==> src/rtl/stk_pkg.sv <==
package stk_pkg;
    typedef enum logic [1:0] {
        ST_IDLE    = 2'd0,
        ST_PUSH_HI = 2'd1,
        ST_RD_WAIT = 2'd2,
        ST_RD_TAKE = 2'd3
    } stk_state_e;

    localparam int unsigned WORD_BYTES = 2;
endpackage

==> src/rtl/stk_ptr_math.sv <==
module stk_ptr_math #(
    parameter int unsigned AW = 16
) (
    input  logic [AW-1:0] sp,
    input  logic [AW-1:0] lim,
    output logic [AW-1:0] sp_up,
    output logic [AW-1:0] sp_dn,
    output logic          ovf_word,
    output logic          ovf_frame
);
    localparam logic [AW:0] STEP1 = (AW+1)'(stk_pkg::WORD_BYTES);
    localparam logic [AW:0] STEP2 = (AW+1)'(2 * stk_pkg::WORD_BYTES);

    logic [AW:0] sum1;
    logic [AW:0] sum2;

    always_comb begin
        sum1      = {1'b0, sp} + STEP1;
        sum2      = {1'b0, sp} + STEP2;
        sp_up     = sum1[AW-1:0];
        sp_dn     = sp - AW'(stk_pkg::WORD_BYTES);
        // compare without wrap so a push past the top of memory also fails
        ovf_word  = sum1 > {1'b0, lim};
        ovf_frame = sum2 > {1'b0, lim};
    end
endmodule

==> src/rtl/stk_frame_fmt.sv <==
module stk_frame_fmt #(
    parameter int unsigned DW  = 16,
    parameter int unsigned PCW = 24,
    parameter int unsigned SRW = 8
) (
    input  logic [PCW-DW-1:0] pc_hi_in,
    input  logic [SRW-1:0]    sr_in,
    input  logic              is_exc,
    output logic [DW-1:0]     hi_word,
    input  logic [DW-1:0]     rd_word,
    output logic [PCW-DW-1:0] pc_hi_out,
    output logic [SRW-1:0]    sr_out
);
    localparam int unsigned PCHI = PCW - DW;
    localparam int unsigned PAD  = DW - PCHI - SRW;

    logic [SRW-1:0] tag;
    assign tag = is_exc ? sr_in : '0;

    generate
        if (PAD > 0) begin : g_pad
            assign hi_word = {{PAD{1'b0}}, tag, pc_hi_in};
        end else begin : g_nopad
            assign hi_word = {tag, pc_hi_in};
        end
    endgenerate

    assign pc_hi_out = rd_word[PCHI-1:0];
    assign sr_out    = rd_word[PCHI+SRW-1:PCHI];
endmodule

==> src/rtl/stk_ptr_unit.sv <==
module stk_ptr_unit #(
    parameter int unsigned   AW        = 16,
    parameter int unsigned   DW        = 16,
    parameter int unsigned   PCW       = 24,
    parameter int unsigned   SRW       = 8,
    parameter logic [AW-1:0] RESET_SP  = 16'h0200,
    parameter logic [AW-1:0] RESET_LIM = 16'hFFFE
) (
    input  logic           clk,
    input  logic           rst_n,
    input  logic           req_push,
    input  logic           req_pop,
    input  logic           req_frame,
    input  logic           req_exc,
    input  logic [DW-1:0]  push_wdata,
    input  logic [PCW-1:0] pc_in,
    input  logic [SRW-1:0] sr_lo_in,
    input  logic           sw_sp_we,
    input  logic           sw_lim_we,
    input  logic [AW-1:0]  sw_wdata,
    output logic           ready,
    output logic [AW-1:0]  sp_out,
    output logic [AW-1:0]  lim_out,
    output logic           stk_err,
    output logic           mem_we,
    output logic           mem_re,
    output logic [AW-1:0]  mem_addr,
    output logic [DW-1:0]  mem_wdata,
    input  logic [DW-1:0]  mem_rdata,
    output logic           pop_valid,
    output logic [DW-1:0]  pop_data,
    output logic           pc_valid,
    output logic [PCW-1:0] pc_out,
    output logic           sr_valid,
    output logic [SRW-1:0] sr_out
);
    import stk_pkg::*;

    localparam int unsigned   PCHI     = PCW - DW;
    localparam logic [AW-1:0] EVEN_MSK = ~AW'(1);

    typedef struct packed {
        stk_state_e     st;
        logic [AW-1:0]  sp;
        logic [AW-1:0]  lim;
        logic [DW-1:0]  hold;
        logic           rd_hi;
        logic           rd_frame;
        logic           rd_exc;
        logic           err;
        logic           we;
        logic           re;
        logic [AW-1:0]  addr;
        logic [DW-1:0]  wdata;
        logic           pop_v;
        logic [DW-1:0]  pop_d;
        logic           pc_v;
        logic [PCW-1:0] pc;
        logic           sr_v;
        logic [SRW-1:0] sr;
    } regs_t;

    regs_t r_d, r_q;

    logic [AW-1:0]   sp_up, sp_dn;
    logic            ovf_word, ovf_frame;
    logic [DW-1:0]   hi_word;
    logic [PCHI-1:0] hold_pc_hi;
    logic [SRW-1:0]  hold_sr;

    stk_ptr_math #(.AW(AW)) u_math (
        .sp        (r_q.sp),
        .lim       (r_q.lim),
        .sp_up     (sp_up),
        .sp_dn     (sp_dn),
        .ovf_word  (ovf_word),
        .ovf_frame (ovf_frame)
    );

    stk_frame_fmt #(.DW(DW), .PCW(PCW), .SRW(SRW)) u_fmt (
        .pc_hi_in  (pc_in[PCW-1:DW]),
        .sr_in     (sr_lo_in),
        .is_exc    (req_exc),
        .hi_word   (hi_word),
        .rd_word   (r_q.hold),
        .pc_hi_out (hold_pc_hi),
        .sr_out    (hold_sr)
    );

    always_comb begin
        r_d       = r_q;
        r_d.err   = 1'b0;
        r_d.we    = 1'b0;
        r_d.re    = 1'b0;
        r_d.pop_v = 1'b0;
        r_d.pc_v  = 1'b0;
        r_d.sr_v  = 1'b0;
        unique case (r_q.st)
            ST_IDLE: begin
                if (sw_sp_we || sw_lim_we) begin
                    if (sw_sp_we)  r_d.sp  = sw_wdata & EVEN_MSK;
                    if (sw_lim_we) r_d.lim = sw_wdata & EVEN_MSK;
                end else if (req_push && req_pop) begin
                    r_d.err = 1'b1;
                end else if (req_push) begin
                    if (req_frame ? ovf_frame : ovf_word) begin
                        r_d.err = 1'b1;
                    end else begin
                        r_d.we    = 1'b1;
                        r_d.addr  = r_q.sp;
                        r_d.wdata = req_frame ? pc_in[DW-1:0] : push_wdata;
                        r_d.sp    = sp_up;
                        if (req_frame) begin
                            r_d.hold = hi_word;
                            r_d.st   = ST_PUSH_HI;
                        end
                    end
                end else if (req_pop) begin
                    r_d.re       = 1'b1;
                    r_d.addr     = sp_dn;
                    r_d.sp       = sp_dn;
                    r_d.rd_frame = req_frame;
                    r_d.rd_hi    = req_frame;
                    r_d.rd_exc   = req_exc;
                    r_d.st       = ST_RD_WAIT;
                end
            end
            ST_PUSH_HI: begin
                r_d.we    = 1'b1;
                r_d.addr  = r_q.sp;
                r_d.wdata = r_q.hold;
                r_d.sp    = sp_up;
                r_d.st    = ST_IDLE;
            end
            ST_RD_WAIT: begin
                r_d.st = ST_RD_TAKE;
            end
            ST_RD_TAKE: begin
                if (r_q.rd_hi) begin
                    r_d.hold  = mem_rdata;
                    r_d.rd_hi = 1'b0;
                    r_d.re    = 1'b1;
                    r_d.addr  = sp_dn;
                    r_d.sp    = sp_dn;
                    r_d.st    = ST_RD_WAIT;
                end else if (r_q.rd_frame) begin
                    r_d.pc   = {hold_pc_hi, mem_rdata};
                    r_d.pc_v = 1'b1;
                    r_d.sr_v = r_q.rd_exc;
                    if (r_q.rd_exc) r_d.sr = hold_sr;
                    r_d.st   = ST_IDLE;
                end else begin
                    r_d.pop_d = mem_rdata;
                    r_d.pop_v = 1'b1;
                    r_d.st    = ST_IDLE;
                end
            end
            default: r_d.st = ST_IDLE;
        endcase
    end

    always_ff @(posedge clk or negedge rst_n) begin
        if (!rst_n) begin
            r_q     <= '0;
            r_q.st  <= ST_IDLE;
            r_q.sp  <= RESET_SP & EVEN_MSK;
            r_q.lim <= RESET_LIM & EVEN_MSK;
        end else begin
            r_q <= r_d;
        end
    end

    assign ready     = (r_q.st == ST_IDLE);
    assign sp_out    = r_q.sp;
    assign lim_out   = r_q.lim;
    assign stk_err   = r_q.err;
    assign mem_we    = r_q.we;
    assign mem_re    = r_q.re;
    assign mem_addr  = r_q.addr;
    assign mem_wdata = r_q.wdata;
    assign pop_valid = r_q.pop_v;
    assign pop_data  = r_q.pop_d;
    assign pc_valid  = r_q.pc_v;
    assign pc_out    = r_q.pc;
    assign sr_valid  = r_q.sr_v;
    assign sr_out    = r_q.sr;
endmodule

==> config.mk <==
export PLATFORM = sky130hd
export DESIGN_NAME = stk_ptr_unit
export DESIGN_NICKNAME = d
export VERILOG_FILES = /design/src/rtl/stk_pkg.sv /design/src/rtl/stk_ptr_math.sv /design/src/rtl/stk_frame_fmt.sv /design/src/rtl/stk_ptr_unit.sv
export SDC_FILE = /design/constraint.sdc
export NUM_CORES = 1
export LEC_CHECK = 0
export BUFFER_PORTS_ARGS = -buffer_cell sky130_fd_sc_hd__buf_2
export CORE_MARGIN = 8
export CORE_UTILIZATION = 35
export DETAILED_ROUTE_END_ITERATION = 10
export GPL_ROUTABILITY_DRIVEN = 0
export MAX_ROUTING_LAYER = met4
export PLACE_DENSITY = 0.54
export REMOVE_ABC_BUFFERS = 1
export SYNTH_ARGS = -nofsm -noshare
export SYNTH_HDL_FRONTEND = slang
export SYNTH_HIERARCHICAL = 1
export SYNTH_SLANG_ARGS = --single-unit
==> constraint.sdc <==
create_clock -name clk -period 8.7 [get_ports clk]
set_input_delay 1.74 -clock clk [delete_from_list [all_inputs] [get_ports clk]]
set_output_delay 1.74 -clock clk [all_outputs]
set_load 0.01 [all_outputs]
# Word-level counts from Yosys, hierarchy flattened
# Index checks and enable logic that the tools add are counted.
# W data, S select, Z words.
dict set report classes {
  add_sub_neg 3
  multipliers 0
  div 0
  order_cmp 2
  eq_ne 18
  n_shift 0
  mux 45
  bitwise 5
  reduce_logical 17
}
# op count
set ops {}
lappend ops {{$mux W16} 9}
lappend ops {{$mux W51} 2}
lappend ops {{$pmux W16 S3} 2}
lappend ops {{$mux W18} 4}
lappend ops {{$mux W17} 4}
lappend ops {{$mux W34} 2}
lappend ops {{$mux W54} 1}
lappend ops {{$gt A17 B16 Y1} 2}
lappend ops {{$pmux W17 S2} 1}
lappend ops {{$mux W32} 1}
lappend ops {{$pmux W16 S2} 1}
lappend ops {{$reduce_and A5 Y1} 4}
lappend ops {{$mux W19} 1}
lappend ops {{$add A16 B2 Y17 const B} 1}
lappend ops {{$add A16 B3 Y17 const B} 1}
lappend ops {{$mux W8} 2}
lappend ops {{$ne A2 B2 Y1 const B} 8}
lappend ops {{$sub A16 B2 Y16 const B} 1}
lappend ops {{$ne A3 B3 Y1 const B} 5}
lappend ops {{$reduce_and A6 Y1} 2}
lappend ops {{$reduce_and A3 Y1} 3}
lappend ops {{$mux W2} 4}
lappend ops {{$pmux W2 S4} 1}
lappend ops {{$reduce_and A7 Y1} 1}
lappend ops {{other kinds (14)} 27}
dict set report totals {
  ff_bits 138
  latch_bits 0
  ram_bits 0
  romBits 0
  inputBits 88
  out_inout_bits 119
  elab_cells 108
  n_memories 0
}

# Depth between registers and ports, before layout
dict set report depth {
  ltp_word 8
  ltp_mapped 17
  depth_no_buf 15
}

# Hierarchy
# Netlist, hierarchy kept.
# module instances cells_per_inst area_per_inst_um2 seq_area_each_um2
set by_module_without_submodules {}
lappend by_module_without_submodules {stk_ptr_unit 1 709 7734.9 3473.3}
lappend by_module_without_submodules {stk_ptr_math 1 214 1515.2 0.0}
lappend by_module_without_submodules {stk_frame_fmt 1 32 230.2 0.0}

# Least setup slack after synthesis
# No wires, ideal clock.
dict set report synth_path {
  path_type {register -> register}
  start {register, netlist name sp_out[2]}
  end {register r_q, in the netlist mem_wdata[10]}
  setup_time_ns 0.125
  arrival_time_ns 4.016
  required_ns 8.575
  path_slack_ns 4.560
  stages_incl_launch_ff 16
  path_buffers 1
  synth_period_minus_slack_ns 4.140
  path_cell_list {dfrtp_1 ha_1 and3_1 and3_1 nand2_1 xnor2_1 ha_1 nand4_1 nor3_1 a2111o_1 a211o_1 a32o_1 mux2_2 o32ai_2 buf_2 mux2_2}
}
dict set report synth_via {
  elab_chain_cells 5
  elab_cells_between_ends 7
  classes_between {add/sub: 2; order compare: 2; eq/ne: 1; mux: 1; reduce/logical: 1}
}
# item line
set synth_rtl {}
lappend synth_rtl {{$add A16 B2 Y17} stk_ptr_math.sv:18} ;# sum1 = {1'b0, sp} + STEP1;
lappend synth_rtl {{named net sp_up[8]} stk_ptr_unit.sv:65} ;# logic [AW-1:0] sp_up, sp_dn;
lappend synth_rtl {{$gt A17 B16 Y1} stk_ptr_math.sv:23} ;# ovf_word = sum1 > {1'b0, lim};
lappend synth_rtl {{named net ovf_word} stk_ptr_unit.sv:66} ;# logic ovf_word, ovf_frame;
lappend synth_rtl {{$mux W1} stk_ptr_unit.sv:106} ;# if (req_frame ? ovf_frame : ovf_word) begin
lappend synth_rtl {{$ne A2 B2 Y1 (no line)} --}
lappend synth_rtl {{$reduce_and A5 Y1 (no line)} --}
lappend synth_rtl {{end signal: assignment} stk_ptr_unit.sv:169} ;# r_q <= r_d;
lappend synth_rtl {{end: declaration} stk_ptr_unit.sv:63} ;# regs_t r_d, r_q;
# The timed path passes the listed nets, and every way through them passes these cells.
# A chain may end at the register's enable or synchronous reset.

# Worst setup path in the final report
dict set report layout_path {
  start {register, netlist name sp_out[3]}
  end {register r_q, in the netlist mem_wdata[3]}
}
dict set report layout_via {
  elab_chain_cells 5
  elab_cells_between_ends 7
  classes_between {add/sub: 2; order compare: 2; eq/ne: 1; mux: 1; reduce/logical: 1}
}
# item line
set layout_rtl {}
lappend layout_rtl {{$add A16 B2 Y17} stk_ptr_math.sv:18}
lappend layout_rtl {{named net sp_up[8]} stk_ptr_unit.sv:65}
lappend layout_rtl {{$gt A17 B16 Y1} stk_ptr_math.sv:23}
lappend layout_rtl {{named net ovf_word} stk_ptr_unit.sv:66}
lappend layout_rtl {{$mux W1} stk_ptr_unit.sv:106}
lappend layout_rtl {{$ne A2 B2 Y1 (no line)} --}
lappend layout_rtl {{$reduce_and A5 Y1 (no line)} --}
# The timed path passes the listed nets, and every way through them passes these cells.

==> results.py <==
metrics = {
    "synthesis": {
        "synthAdderAreaFrac_pct": 5.411,
        "yosysTopAreaCell": "dfrtp_1",
        "synth_compound_area_share_pct": 12.63,
        "synth_mux_area_share_pct": 17.46,
        "ys.flop_type": "dfrtp_1",
        "synth_commonest_cells": "139 x buf_4, 122 x dfrtp_1, 121 x mux2_2",
        "yosys_warnings": 6,
        "synth_top_family_by_area": "multiplexers",
        "synthCells": 955,
        "synth_edf_count": 0,
        "ys_seq_area_share_pct": 36.64,
        "yosysMostFrequentCell": "buf_4",
        "ys_types": 52,
        "syn-mean-instance-area_um2": 9.927,
        "syn_area_mm2": 0.009480,
        "synth_xor_area_share_pct": 3.326,
        "yosys.area_share.simple_pct": 9.304,
        "ys_ff_latch": 138,
        "ys_async_sr_fraction_pct": 100.0,
        "synthTopCellsByArea": "dfrtp_1 32%, mux2_2 14%, buf_4 11%",
        "yosys.area.top_type_share_pct": 32.20,
    },
    "placement": {
        "io_buffers": 204,
        "hpwl_mm": 18.96,
        "dp_cells": 1314,
    },
    "die": {
        "boundaryPins": 207,
        "die_w_um": 180.6,
        "dieArea_mm2": 0.03261,
        "initial_utilization_pct": 35.37,
        "die_height_um": 180.6,
        "core_region_area_mm2": 0.02680,
        "rows": 60,
    },
    "sta": {
        "setup_viol": 0,
        "worst_pin_slew_ns": 1.160,
        "post-route-period-util_pct": 57.28,
        "slew_headroom_pct": 22.63,
        "holdWs_ns": 0.5007,
        "finalMaxSlewViolations": 0,
        "fmax_ghz": 0.2007,
        "period_minus_slack_ns": 4.983,
        "rsz0062_at_grt": "no",
        "final.setup.tns_ns": 0,
        "skew_ns": 0.01411,
        "hold_viol_final": 0,
    },
    "clocking": {
        "cts-root-buf": "clkbuf_16",
        "clk-insertion-delay-late_ns": 0.42,
        "hold_buffers": 0,
        "post_cts_resized": 0,
        "cts_setup_buffers": 0,
        "htreeDepth": 4,
        "numCtsBuffers": 17,
        "clk_pin_slew_ns": 0.07,
        "cts_sinks": 138,
        "cts_buffer_depth": 2,
        "tritoncts": "built",
    },
    "routing": {
        "avgViaCountPerCell": 5.098,
        "ant_nets": 0,
        "wl_per_cell_um": 19.77,
        "drtPass1Iterations": 4,
        "drc": 0,
        "vias": 6867,
        "initialDrtViolationCount": 361,
        "routed_wl_mm": 26.63,
    },
    "setup_path": {
        "path_class": "register to register",
        "crit_path_end_kind": "register",
        "startpoint_type": "register",
        "worst-path-max-fanout": 16,
        "worstPathArrival_ns": 5.29,
        "critPathRequiredTime_ns": 9.00,
    },
    "run": {
        "maxCapViolCount": 0,
    },
    "global_routing": {
        "antenna_found_initial": 1,
        "track_usage_pct": 16.69,
        "grt_pass1_wl_mm": 41.58,
        "overflow": 0,
        "grt_max_degree": 83,
        "grt_pass1_vias": 7209,
    },
    "pwr": {
        "power.total_mw": 4.024,
        "power.leakage_nw": 4.858,
        "power.density_mw_per_mm2": 389.5,
        "ir_worst_vdd_uv": 150.3,
    },
    "finish": {
        "finish.net_count": 1121,
        "seqCellArea_mm2": 0.003473,
        "final_layout_size_suffix_gt1_share_pct": 39.40,
        "syn_to_final_growth_pct": 8.988,
        "final_cells": 1347,
        "multiInputGateArea_mm2": 0.004592,
        "n_fill_cell": 2691,
    },
    "min_path": {
        "hold_class": "register to register",
    },
    "status": {
        "status": "finished, final reports clean",
    },
}
-- sequential cells by signal (all words and copies together) (netlist names) --
register,flops
pc_out,24
r_q,21
mem_addr,16
mem_wdata,16
pop_data,16
sp_out,16
lim_out,15
sr_out,8
mem_re,1
mem_we,1
pc_valid,1
pop_valid,1
sr_valid,1
stk_err,1
-- final cells by class --
class	instances	share of cell area, %
diodes	1	0.02422
multi-input cells	589	44.44
flip-flops and latches	138	33.62
inverters	32	1.163
clock buffers	19	4.190
repair buffers	214	10.67
well taps	341	4.129
clock inverters	13	1.768
-- cell families (layout without fill, tap and decap cells) --
group / Yosys count / after routing
compound gates: 181 / 181
other cells: 1 / 3
mux: 149 / 149
buf+inv: 229 / 278
simple gates: 180 / 180
fa+ha+maj: 41 / 41
xor+xnor: 36 / 36
flops: 138 / 138
-- through the flow --
step	cell area [µm²]	utilization, %	setup slack [ns]
after global routing	10330	38.55	3.383
after CTS	10330	38.54	3.731
after floorplan	8164	-	4.274
final	10330	38.55	3.717
after global placement	9714	36.25	3.730
after detailed placement	9714	36.25	3.745
-- path summary, 6_finish.rpt --
kind	startpoint	endpoint	slack, ns	cells past startpoint
max in group asynchronous	rst_n	pc_out[23]	6.08	2
setup / recovery	sp_out[3]	mem_wdata[3]	3.72	14
setup reg to reg	sp_out[3]	mem_wdata[3]	3.72	14
hold / removal	mem_addr[8]	mem_addr[8]	0.50	1
hold reg to reg	mem_addr[8]	mem_addr[8]	0.50	1
min in group asynchronous	rst_n	sp_out[6]	1.37	1
-- cell usage in the layout, fill, tap and decap left out, types with 3 or more instances in the layout --
master     instances
inv_6              4
mux2_2           121
a31oi_1            3
mux2_1            10
bufinv_16          3
nor4_1             3
a22oi_1           45
and2_1             9
nor2_1            24
mux2i_1           18
xor2_1            21
nand2_1           75
and3_1             3
nand4_1            9
ha_1              39
inv_1             31
inv_8              3
xnor2_1           15
clkbuf_16         17
dfrtp_1          122
o21ai_1            3
nand3_1           13
o31ai_1           18
nor2b_1           16
o21ai_0           68
nor3_1            11
buf_2            203
a21oi_1           13
buf_4             10
a211o_1            3
a211oi_1          17
dfstp_2           16
-- report_power, final --
part	switching [mW]	leakage, nW	total, mW	internal [mW]
Sequential	0.281	1.73	1.23	0.952
Clock	0.317	0.295	0.779	0.462
Combinational	1.10	2.83	2.01	0.916
-- critical path: stages (launching register included) --
cell,delay [ns]
dfrtp_1,0.60
ha_1,0.28
and3_1,0.26
and3_1,0.22
nand2_1,0.13
xnor2_1,0.32
ha_1,0.31
nand4_1,0.13
nor3_1,0.08
a2111o_1,0.43
a211o_1,0.26
a32o_1,0.22
mux2_2,0.33
o32ai_4,0.87
mux2_2,0.42
-- layer usage --
metal | share of wire, % | wire, µm | up-vias | GRT usage, %
met5 | 0 | 0 | - | -
met4 | 0.93 | 247 | 0 | 3.307
met1 | 45 | 11930 | 3331 | 20.28
li1 | - | - | 3292 | -
met2 | 47 | 12610 | 229 | 27.05
met3 | 6.9 | 1839 | 15 | 5.222
Note: power is estimated with default switching activity, not from simulation.
